[config.mk]
export PLATFORM = sky130hd
export DESIGN_NAME = mdio_master
export DESIGN_NICKNAME = d
export VERILOG_FILES = /design/src/rtl/mdio_pkg.sv /design/src/rtl/mdio_mdc_gen.sv /design/src/rtl/mdio_frame_seq.sv /design/src/rtl/mdio_master.sv
export SDC_FILE = /design/constraint.sdc
export NUM_CORES = 1
export LEC_CHECK = 0
export BUFFER_PORTS_ARGS = -buffer_cell sky130_fd_sc_hd__buf_2
export CORE_MARGIN = 8
export CORE_UTILIZATION = 35
export DETAILED_ROUTE_END_ITERATION = 12
export PLACE_DENSITY = 0.5
export SYNTH_ARGS = -nofsm -noshare
export SYNTH_HDL_FRONTEND = slang
export SYNTH_SLANG_ARGS = --single-unit
[constraint.sdc]
create_clock -name clk -period 4.5 [get_ports clk]
set_clock_uncertainty 0.1 [all_clocks]
set_input_delay 1.125 -clock clk [delete_from_list [all_inputs] [get_ports clk]]
set_output_delay 1.125 -clock clk [all_outputs]
set_load 0.03 [all_outputs]
[src/rtl/mdio_pkg.sv]
package mdio_pkg;

  localparam int unsigned ADDR_W = 5;
  localparam int unsigned DATA_W = 16;
  localparam int unsigned HDR_W  = 4 + 2 * ADDR_W;

  typedef enum logic [3:0] {
    PH_IDLE,
    PH_PRE,
    PH_HDR,
    PH_TAW,
    PH_WDAT,
    PH_TAR,
    PH_RDAT,
    PH_RECOV,
    PH_TAIL,
    PH_DONE
  } phase_e;

  typedef struct packed {
    logic              rd;
    logic [ADDR_W-1:0] phy;
    logic [ADDR_W-1:0] regad;
    logic [DATA_W-1:0] wdata;
  } cmd_t;

  // start pair, opcode, phy address, register address: sent MSB first
  function automatic logic [HDR_W-1:0] hdr_word(input logic rd,
                                                input logic [ADDR_W-1:0] phy,
                                                input logic [ADDR_W-1:0] regad);
    logic [1:0] op;
    op = rd ? 2'b10 : 2'b01;
    return {2'b01, op, phy, regad};
  endfunction

  // number of MDC cycles spent in one phase
  function automatic int unsigned seg_slots(input phase_e ph, input logic rd,
                                            input int unsigned pre_bits,
                                            input int unsigned recov_bits);
    case (ph)
      PH_PRE:           return pre_bits;
      PH_HDR:           return HDR_W;
      PH_TAW, PH_TAR:   return 2;
      PH_WDAT, PH_RDAT: return DATA_W;
      PH_RECOV:         return recov_bits;
      PH_TAIL:          return rd ? 2 : 1;
      default:          return 1;
    endcase
  endfunction

  function automatic int unsigned max3(input int unsigned a, input int unsigned b,
                                       input int unsigned c);
    int unsigned m;
    m = (a > b) ? a : b;
    return (m > c) ? m : c;
  endfunction

  function automatic logic [DATA_W-1:0] shift_in(input logic [DATA_W-1:0] v,
                                                 input logic b);
    return {v[DATA_W-2:0], b};
  endfunction

endpackage

[src/rtl/mdio_mdc_gen.sv]
module mdio_mdc_gen #(
  parameter int unsigned HALF_DIV = 40
) (
  input  logic clk,
  input  logic rst_n,
  input  logic run,
  output logic mdc,
  output logic fall_tick
);
  localparam int unsigned CW = $clog2(HALF_DIV + 1);

  logic [CW-1:0] cnt_q;
  logic          half_end;

  assign half_end  = run && (cnt_q == CW'(HALF_DIV - 1));
  assign fall_tick = half_end && mdc;

  always_ff @(posedge clk) begin
    if (!rst_n) begin
      cnt_q <= '0;
      mdc   <= 1'b0;
    end else if (!run) begin
      cnt_q <= '0;
      mdc   <= 1'b0;
    end else if (half_end) begin
      cnt_q <= '0;
      mdc   <= ~mdc;
    end else begin
      cnt_q <= cnt_q + 1'b1;
    end
  end

  // the clock rests low outside a frame
  p_idle_low_r1: assert property (@(posedge clk) disable iff (!rst_n)
    !run |-> !mdc);

  // a falling tick is followed by MDC low
  p_fall_low_r1: assert property (@(posedge clk) disable iff (!rst_n)
    fall_tick |=> !mdc);

endmodule

[src/rtl/mdio_frame_seq.sv]
module mdio_frame_seq
  import mdio_pkg::*;
#(
  parameter int unsigned PRE_BITS   = 33,
  parameter int unsigned RECOV_BITS = 32
) (
  input  logic              clk,
  input  logic              rst_n,
  input  logic              start,
  input  cmd_t              cmd,
  input  logic              mdio_i,
  input  logic              fall_tick,
  output logic              run,
  output logic              mdio_o,
  output logic              mdio_oe,
  output logic              busy,
  output logic              done,
  output logic [DATA_W-1:0] rdata,
  output logic              nophy,
  output logic              ta_sample,
  output logic              frame_end
);
  localparam int unsigned MAXSEG = max3(PRE_BITS, RECOV_BITS, HDR_W);
  localparam int unsigned CNT_W  = $clog2(MAXSEG + 1);

  phase_e            ph_q, ph_nx;
  logic [CNT_W-1:0]  cnt_q;
  logic [CNT_W-1:0]  seg_last;
  cmd_t              cmd_q;
  logic [HDR_W-1:0]  hdr_sr;
  logic [DATA_W-1:0] wsr;
  logic [DATA_W-1:0] rsr;
  logic [DATA_W-1:0] rdata_q;
  logic              nophy_q;
  logic              slot_end;

  assign seg_last  = CNT_W'(seg_slots(ph_q, cmd_q.rd, PRE_BITS, RECOV_BITS) - 1);
  assign run       = (ph_q != PH_IDLE) && (ph_q != PH_DONE);
  assign busy      = (ph_q != PH_IDLE);
  assign done      = (ph_q == PH_DONE);
  assign slot_end  = run && fall_tick && (cnt_q == seg_last);
  assign ta_sample = slot_end && (ph_q == PH_TAR);
  assign frame_end = slot_end && ((ph_q == PH_RECOV) || (ph_q == PH_TAIL));
  assign rdata     = rdata_q;
  assign nophy     = nophy_q;

  always_comb begin
    case (ph_q)
      PH_PRE:   ph_nx = PH_HDR;
      PH_HDR:   ph_nx = cmd_q.rd ? PH_TAR : PH_TAW;
      PH_TAW:   ph_nx = PH_WDAT;
      PH_WDAT:  ph_nx = PH_TAIL;
      PH_TAR:   ph_nx = mdio_i ? PH_RECOV : PH_RDAT;
      PH_RDAT:  ph_nx = PH_TAIL;
      PH_RECOV: ph_nx = PH_DONE;
      PH_TAIL:  ph_nx = PH_DONE;
      default:  ph_nx = PH_IDLE;
    endcase
  end

  always_comb begin
    mdio_oe = 1'b0;
    mdio_o  = 1'b0;
    case (ph_q)
      PH_PRE: begin
        mdio_oe = 1'b1;
        mdio_o  = 1'b1;
      end
      PH_HDR: begin
        mdio_oe = 1'b1;
        mdio_o  = hdr_sr[HDR_W-1];
      end
      PH_TAW: begin
        mdio_oe = 1'b1;
        mdio_o  = (cnt_q == '0);
      end
      PH_WDAT: begin
        mdio_oe = 1'b1;
        mdio_o  = wsr[DATA_W-1];
      end
      default: begin
        mdio_oe = 1'b0;
        mdio_o  = 1'b0;
      end
    endcase
  end

  always_ff @(posedge clk) begin
    if (!rst_n) begin
      ph_q    <= PH_IDLE;
      cnt_q   <= '0;
      cmd_q   <= '0;
      hdr_sr  <= '0;
      wsr     <= '0;
      rsr     <= '0;
      rdata_q <= '0;
      nophy_q <= 1'b0;
    end else begin
      case (ph_q)
        PH_IDLE: begin
          if (start) begin
            cmd_q  <= cmd;
            hdr_sr <= hdr_word(cmd.rd, cmd.phy, cmd.regad);
            wsr    <= cmd.wdata;
            cnt_q  <= '0;
            ph_q   <= PH_PRE;
          end
        end
        PH_DONE: ph_q <= PH_IDLE;
        default: begin
          if (fall_tick) begin
            case (ph_q)
              PH_HDR:  hdr_sr <= {hdr_sr[HDR_W-2:0], 1'b0};
              PH_WDAT: wsr    <= {wsr[DATA_W-2:0], 1'b0};
              PH_RDAT: rsr    <= shift_in(rsr, mdio_i);
              default: ;
            endcase
            if (slot_end) begin
              cnt_q <= '0;
              ph_q  <= ph_nx;
              if (ph_q == PH_RECOV) begin
                rdata_q <= '1;
                nophy_q <= 1'b1;
              end else if (ph_q == PH_TAIL) begin
                nophy_q <= 1'b0;
                if (cmd_q.rd) rdata_q <= rsr;
              end
            end else begin
              cnt_q <= cnt_q + 1'b1;
            end
          end
        end
      endcase
    end
  end

  // the line is released while the turnaround bit is sampled
  p_ta_released_r7: assert property (@(posedge clk) disable iff (!rst_n)
    ta_sample |-> !mdio_oe);

  // a missing PHY reports all ones
  p_nophy_ones_r8: assert property (@(posedge clk) disable iff (!rst_n)
    (done && nophy) |-> (rdata == '1));

  // busy holds until the completion pulse
  p_busy_hold_r9: assert property (@(posedge clk) disable iff (!rst_n)
    (busy && !done) |=> busy);

  // done lasts one cycle and busy drops after it
  p_done_once_r9: assert property (@(posedge clk) disable iff (!rst_n)
    done |=> (!done && !busy));

  // results move only on completion
  p_rdata_hold_r11: assert property (@(posedge clk) disable iff (!rst_n)
    !$stable(rdata) |-> done);

  p_nophy_hold_r11: assert property (@(posedge clk) disable iff (!rst_n)
    !$stable(nophy) |-> done);

endmodule

[src/rtl/mdio_master.sv]
module mdio_master
  import mdio_pkg::*;
#(
  parameter int unsigned HALF_DIV   = 40,
  parameter int unsigned PRE_BITS   = 33,
  parameter int unsigned RECOV_BITS = 32
) (
  input  logic              clk,
  input  logic              rst_n,
  input  logic              start,
  input  logic              rd_wr,
  input  logic [ADDR_W-1:0] phy_addr,
  input  logic [ADDR_W-1:0] reg_addr,
  input  logic [DATA_W-1:0] wdata,
  input  logic              mdio_i,
  output logic              mdc,
  output logic              mdio_o,
  output logic              mdio_oe,
  output logic              busy,
  output logic              done,
  output logic [DATA_W-1:0] rdata,
  output logic              nophy
);
  cmd_t cmd_in;
  logic run;
  logic fall_tick;
  logic ta_sample;
  logic frame_end;

  assign cmd_in.rd    = rd_wr;
  assign cmd_in.phy   = phy_addr;
  assign cmd_in.regad = reg_addr;
  assign cmd_in.wdata = wdata;

  mdio_mdc_gen #(
    .HALF_DIV(HALF_DIV)
  ) u_clk (
    .clk      (clk),
    .rst_n    (rst_n),
    .run      (run),
    .mdc      (mdc),
    .fall_tick(fall_tick)
  );

  mdio_frame_seq #(
    .PRE_BITS  (PRE_BITS),
    .RECOV_BITS(RECOV_BITS)
  ) u_seq (
    .clk      (clk),
    .rst_n    (rst_n),
    .start    (start),
    .cmd      (cmd_in),
    .mdio_i   (mdio_i),
    .fall_tick(fall_tick),
    .run      (run),
    .mdio_o   (mdio_o),
    .mdio_oe  (mdio_oe),
    .busy     (busy),
    .done     (done),
    .rdata    (rdata),
    .nophy    (nophy),
    .ta_sample(ta_sample),
    .frame_end(frame_end)
  );

  // data moves only while the clock is low
  p_data_low_r5: assert property (@(posedge clk) disable iff (!rst_n)
    !$stable(mdio_o) |-> !mdc);

  // turnaround is sampled in the high half of MDC
  p_ta_high_r7: assert property (@(posedge clk) disable iff (!rst_n)
    ta_sample |-> mdc);

  // the last slot leads straight to the completion pulse
  p_end_done_r9: assert property (@(posedge clk) disable iff (!rst_n)
    frame_end |=> done);

endmodule

After elaboration in Yosys (flattened, before gate mapping)
Index checks and enable logic that the tools add are counted.

operators by class
  add/subtract/negate cells = 3
  mux-type cells = 29
  reductions and logical operators = 30
  bitwise operators = 5
  equality and inequality tests = 13

operator list
  cell                                              number
  2-to-1 mux 16 bit                                 6
  2-to-1 mux 14 bit                                 3
  case mux 6 bit (6 select lines)                   1
  case mux 16 bit (2 select lines)                  1
  case mux 14 bit (2 select lines)                  1
  case mux 4 bit (6 select lines)                   1
  2-to-1 mux 6 bit                                  3
  == test 4 x 3 -> 1 bit, second input constant     4
  adder 6 x 1 -> 6 bit, second input constant       2
  2-to-1 mux 4 bit                                  3
  case mux 6 bit (2 select lines)                   1
  AND reduction 4 bit                               3
  nonzero test 2 bit                                5
  AND reduction 3 bit                               3
  == test 4 x 2 -> 1 bit, second input constant     2
  == test 4 bit, second input constant              2
  case mux 4 bit (2 select lines)                   1
  OR reduction 2 bit                                4
  == test 6 bit                                     1
  == test 6 bit, second input constant              1
  zero test 6 bit                                   1
  nonzero test 3 bit                                2
  subtractor 6 x 1 -> 6 bit, second input constant  1
  logical AND 1 bit                                 5
  14 further kinds                                  23

word-level totals
  bits of input ports = 31
  bits in registers = 81
  word-level logic and storage cells = 90

Longest topological paths before layout
  depth after elaboration = 9
  depth in mapped cells = 15
  gate-level depth less buffers = 12

Hierarchy
Synthesis repeated with hierarchy kept, for this count alone.

second synthesis, totals
  cell total of the unflattened synthesis = 451
  area total of the unflattened synthesis = 3814.9 um^2

by module, submodules not included
  module          instances  cells an instance  seq. area each (um^2)  area each (um^2)
  mdio_frame_seq  1          419                1481.4                 3515.9
  mdio_mdc_gen    1          32                 140.1                  299.0

Worst setup path before layout
No wires, ideal clock.

  kind = reg-to-reg
  start point = register u_seq.ph_q[0]
  end point = register u_seq.ph_q[3]
  setup time = 0.069 ns
  data required time = 4.331 ns
  path slack = 1.337 ns
  buffers on the path = 2
  clock period less this slack = 3.163 ns
  cell stages (with the launch flop) = 14
  data arrival time = 2.994 ns
  cell sequence = dfxtp_1 > buf_4 > buf_1 > nand2_1 > a21oi_1 > a31oi_1 > ha_1 > ha_1 > xor2_1 > nand4_1 > nor4_4 > and3_1 > mux2_1 > o21ai_1

between the ends
  word-level cells in the longest chain between the ends = 8
  elaborated cells on any way between the ends = 31
  those cells by class = add/sub (1); eq/ne (12); mux (5); reduce/logical (13)

ends and longest elaborated chain
  item                                                                  line                                      text
  from (decl)                                                           mdio_frame_seq.sv:26                      phase_e ph_q, ph_nx;
  from (signal assigned)                                                mdio_frame_seq.sv:120                     ph_q <= ph_nx;
  == test 4 x 3 -> 1 bit (tied with other cells)                        mdio_pkg.sv:40, mdio_frame_seq.sv:48
  OR reduction 2 bit (no source line) (tied with other cells)           n/a
  case mux 6 bit (6 select lines) or logical AND 1 bit (tied branches)  mdio_pkg.sv:40, mdio_mdc_gen.sv:15
  subtractor 6 x 1 -> 6 bit or logical AND 1 bit (tied branches)        mdio_frame_seq.sv:37, mdio_mdc_gen.sv:16
  == test 6 bit or logical AND 1 bit (tied branches)                    mdio_frame_seq.sv:41                      assign slot_end = run && fall_tick && (cnt_q == seg_last);
  logical AND 1 bit                                                     mdio_frame_seq.sv:41
  nonzero test 3 bit (no source line)                                   n/a
  AND reduction 3 bit (no source line)                                  n/a

Several ways; a longest one is shown, not always the timed one. The select of a mux whose other input is x is not followed.
A chain may end at the register's enable or synchronous reset.

Final worst setup path
  start point = register u_seq.ph_q[2]
  end point = register u_seq.rdata_q[4] (netlist: u_seq.rdata[4])

between the ends
  word-level cells in the longest chain between the ends = 7
  elaborated cells on any way between the ends = 28
  those cells by class = add/sub (1); eq/ne (11); mux (2); bitwise (1); reduce/logical (13)

ends and longest elaborated chain
  item                                                                  line                                      text
  == test 4 x 3 -> 1 bit (tied with other cells)                        mdio_pkg.sv:40                            case (ph)
  OR reduction 2 bit (no source line) (tied with other cells)           n/a
  case mux 6 bit (6 select lines) or logical AND 1 bit (tied branches)  mdio_pkg.sv:40, mdio_mdc_gen.sv:15
  subtractor 6 x 1 -> 6 bit or logical AND 1 bit (tied branches)        mdio_frame_seq.sv:37, mdio_mdc_gen.sv:16
  == test 6 bit or logical AND 1 bit (tied branches)                    mdio_frame_seq.sv:41
  logical AND 1 bit                                                     mdio_frame_seq.sv:41
  AND reduction 5 bit (no source line)                                  n/a
  to (signal assigned)                                                  mdio_frame_seq.sv:126                     if (cmd_q.rd) rdata_q <= rsr;
  to (decl)                                                             mdio_frame_seq.sv:33                      logic [DATA_W-1:0] rdata_q;

Several ways; a longest one is shown, not always the timed one.

==> results.json <==
{
  "outcome": "completed",
  "ios": 53,
  "coreArea_um2": 10900,
  "final_hold_viol_count": 0,
  "synth-seq-area-share": 0.412,
  "wl_per_cell_um": 14.4,
  "finalCritPeriodShare": 0.821,
  "drive_above_1_share": 0.206,
  "crit_arrival_ns": 3.88,
  "use_met3": 0.0495,
  "post-place-ws_ns": 0.802,
  "synth_top_area_frac": 0.412,
  "setup_viol": 0,
  "synth-edff-count": 0,
  "antenna_found_initial": 0,
  "slew_violations": 0,
  "synth_most_common_cell": "dfxtp_1",
  "postSynthCellCount": 461,
  "max_cap_viol_count": 0,
  "vias": 3244,
  "start_util": 0.361,
  "diodes": 0,
  "synth_cell_type_count": 57,
  "drc": 0,
  "dp_hpwl_mm": 6.36,
  "crit_required_ns": 4.68,
  "tightest_slew_ns": 1.09,
  "clk_latency_ns": 0.36,
  "rows": 38,
  "antenna_left": 0,
  "relSlewSlack": 0.274,
  "cts_resized": 0,
  "syn-num-nets": 497,
  "grt_overflow_total": 0,
  "slowest_stage": "nand4_2",
  "hold_buffers": 0,
  "fp.dieW_um": 122,
  "irDropWorstVdd_mv": 0.224,
  "die_area_um2": 14900,
  "port_buffers": 52,
  "postCtsSetupBuffers": 0,
  "use_met1": 0.164,
  "path_class": "reg -> reg",
  "grt_pass1_wl_mm": 16.0,
  "grt_pass1_vias": 3316,
  "htreeDepth": 3,
  "rsz0062_at_grt": "no",
  "setup_slack_ns": 0.804,
  "cp-end-kind": "flop",
  "async_reset_ff_frac": 0,
  "synth_top_flop_cell": "dfxtp_1",
  "grt_max_degree": 32,
  "yosys_register_bits": 81,
  "nFillCells": 1135,
  "place_congestion": 0.857,
  "syn2layout_area_growth_pct": 13.5,
  "avgSynthCellArea_um2": 8.54,
  "worst-path-max-fanout": 19,
  "tns_ns": 0,
  "netlist_top_cells_count": "dfxtp_1, nand2_1, nor2_1",
  "clockRootBuffer": "clkbuf_8",
  "drt_iter0_drc": 159,
  "numCtsBuffers": 9,
  "grt.busiest_layer": "met2",
  "grt_util_met2": 0.209,
  "layout.nets": 535,
  "yosys-top-cells-area": "dfxtp_1, nand2_1, nor2_1, a311oi_1, mux2i_1",
  "cts_tree": "done",
  "holdCritPathClass": "reg -> reg",
  "cp_cell_sequence": "or2_1, nor2_1, a31oi_1, ha_1, ha_1, xor2_1, nand4_1, nor4_4, nand4_2, a21oi_2",
  "cp_common_cell": "ha_1",
  "wirelength_mm": 9.27,
  "layout.area.seq_um2": 1620,
  "synth.cell_area_um2": 3940,
  "yosys_warnings": 0,
  "power.density_nw_per_um2": 565,
  "synth_area_leader_cell": "dfxtp_1",
  "max_stage_delay_ns": 0.56,
  "cts.path.max_buffers": 2,
  "multi_input_area_um2": 2030,
  "finalCriticalPeriod_ns": 3.70,
  "die_h_um": 122,
  "clk_pin_slew_ns": 0.08,
  "start_kind": "flop",
  "viasPerCell": 5.04,
  "cts.sinks": 81,
  "leakagePower_nw": 1.79,
  "track_usage": 0.132,
  "first_pass_iters": 4,
  "timing.fmax_ghz": 0.271
}
[area by class of cell]
class                           instances  area share
Clock buffer                           11      0.0317
Tap cell                              140      0.0392
Multi-Input combinational cell        316       0.455
Timing Repair Buffer                   61      0.0734
Clock inverter                          5      0.0123
Inverter                               30      0.0252
Sequential cell                        81       0.363
[power by group]
group	leakage (nW)	internal, mW	switching [mW]	total [mW]
clock	0.0953	0.270	0.273	0.543
combinational	1.04	0.370	0.660	1.03
sequential	0.658	0.844	0.103	0.947
total	1.79	1.48	1.04	2.52
[placed cells by master, fill, tap and decap left out, drive strengths merged, types with 3 or more instances in the layout]
cell,n
dfxtp,81
o21ai,23
nor2b,4
nand2,68
o21a,3
nor4,5
o22ai,4
nand4,4
xor2,4
a21oi,30
a31oi,3
o211ai,4
nor2,60
nand2b,5
ha,5
clkbuf,11
nand3,10
xnor2,8
buf,61
inv,30
a311oi,26
mux2i,16
nor3,3
[worst paths after layout]
kind	start	to	slack, ns	depth (start not counted)
setup / recovery	u_seq.ph_q[2]	u_seq.rdata[4]	0.80	10
hold / removal	u_seq.rdata[13]	u_seq.rdata[13]	0.34	2
hold reg to reg	u_seq.rdata[13]	u_seq.rdata[13]	0.34	2
setup reg to reg	u_seq.ph_q[2]	u_seq.rdata[4]	0.80	10
[through the flow]
step,utilization,instances,cell area [um2],hold WS (ns),power [mW]
after floorplan,-,461,3940,0.318,1.78
after global placement,0.392,628,4270,0.332,1.99
after detailed placement,0.392,628,4270,0.334,2.00
after CTS,0.410,644,4470,0.346,2.55
after global routing,0.410,644,4470,0.363,2.72
final,0.410,644,4470,0.344,2.52
[critical path, delay by kind of cell (launching register included)]
family,cells,cell delay (ns)
fa+ha+maj,2,0.49
xor+xnor,1,0.14
flops,1,0.53
simple gates,5,1.89
compound gates,2,0.45
[per-layer routing]
| layer | vias up | wire length, um |
|---|---|---|
| li1 | 1675 | - |
| met1 | 1494 | 4430 |
| met2 | 67 | 4190 |
| met3 | 8 | 546 |
| met4 | 0 | 102 |
| met5 | - | 0 |
[registers in the layout (all words and copies together), names as in the netlist]
register      cells
u_seq.cmd_q       1
u_seq.rdata      16
u_clk.cnt_q       6
u_seq.hdr_sr     14
u_seq.wsr        16
u_seq.rsr        16
u_seq.nophy       1
u_seq.cnt_q       6
u_seq.ph_q        4
u_clk.mdc         1
[logic make-up after synthesis]
family	after synthesis	synth area share
mux	17	0.0436
xor+xnor	12	0.0286
simple gates	175	0.220
buf+inv	64	0.0715
compound gates	107	0.209
flops	81	0.412
fa+ha+maj	5	0.0159
Note: power is estimated with default switching activity, not from simulation.
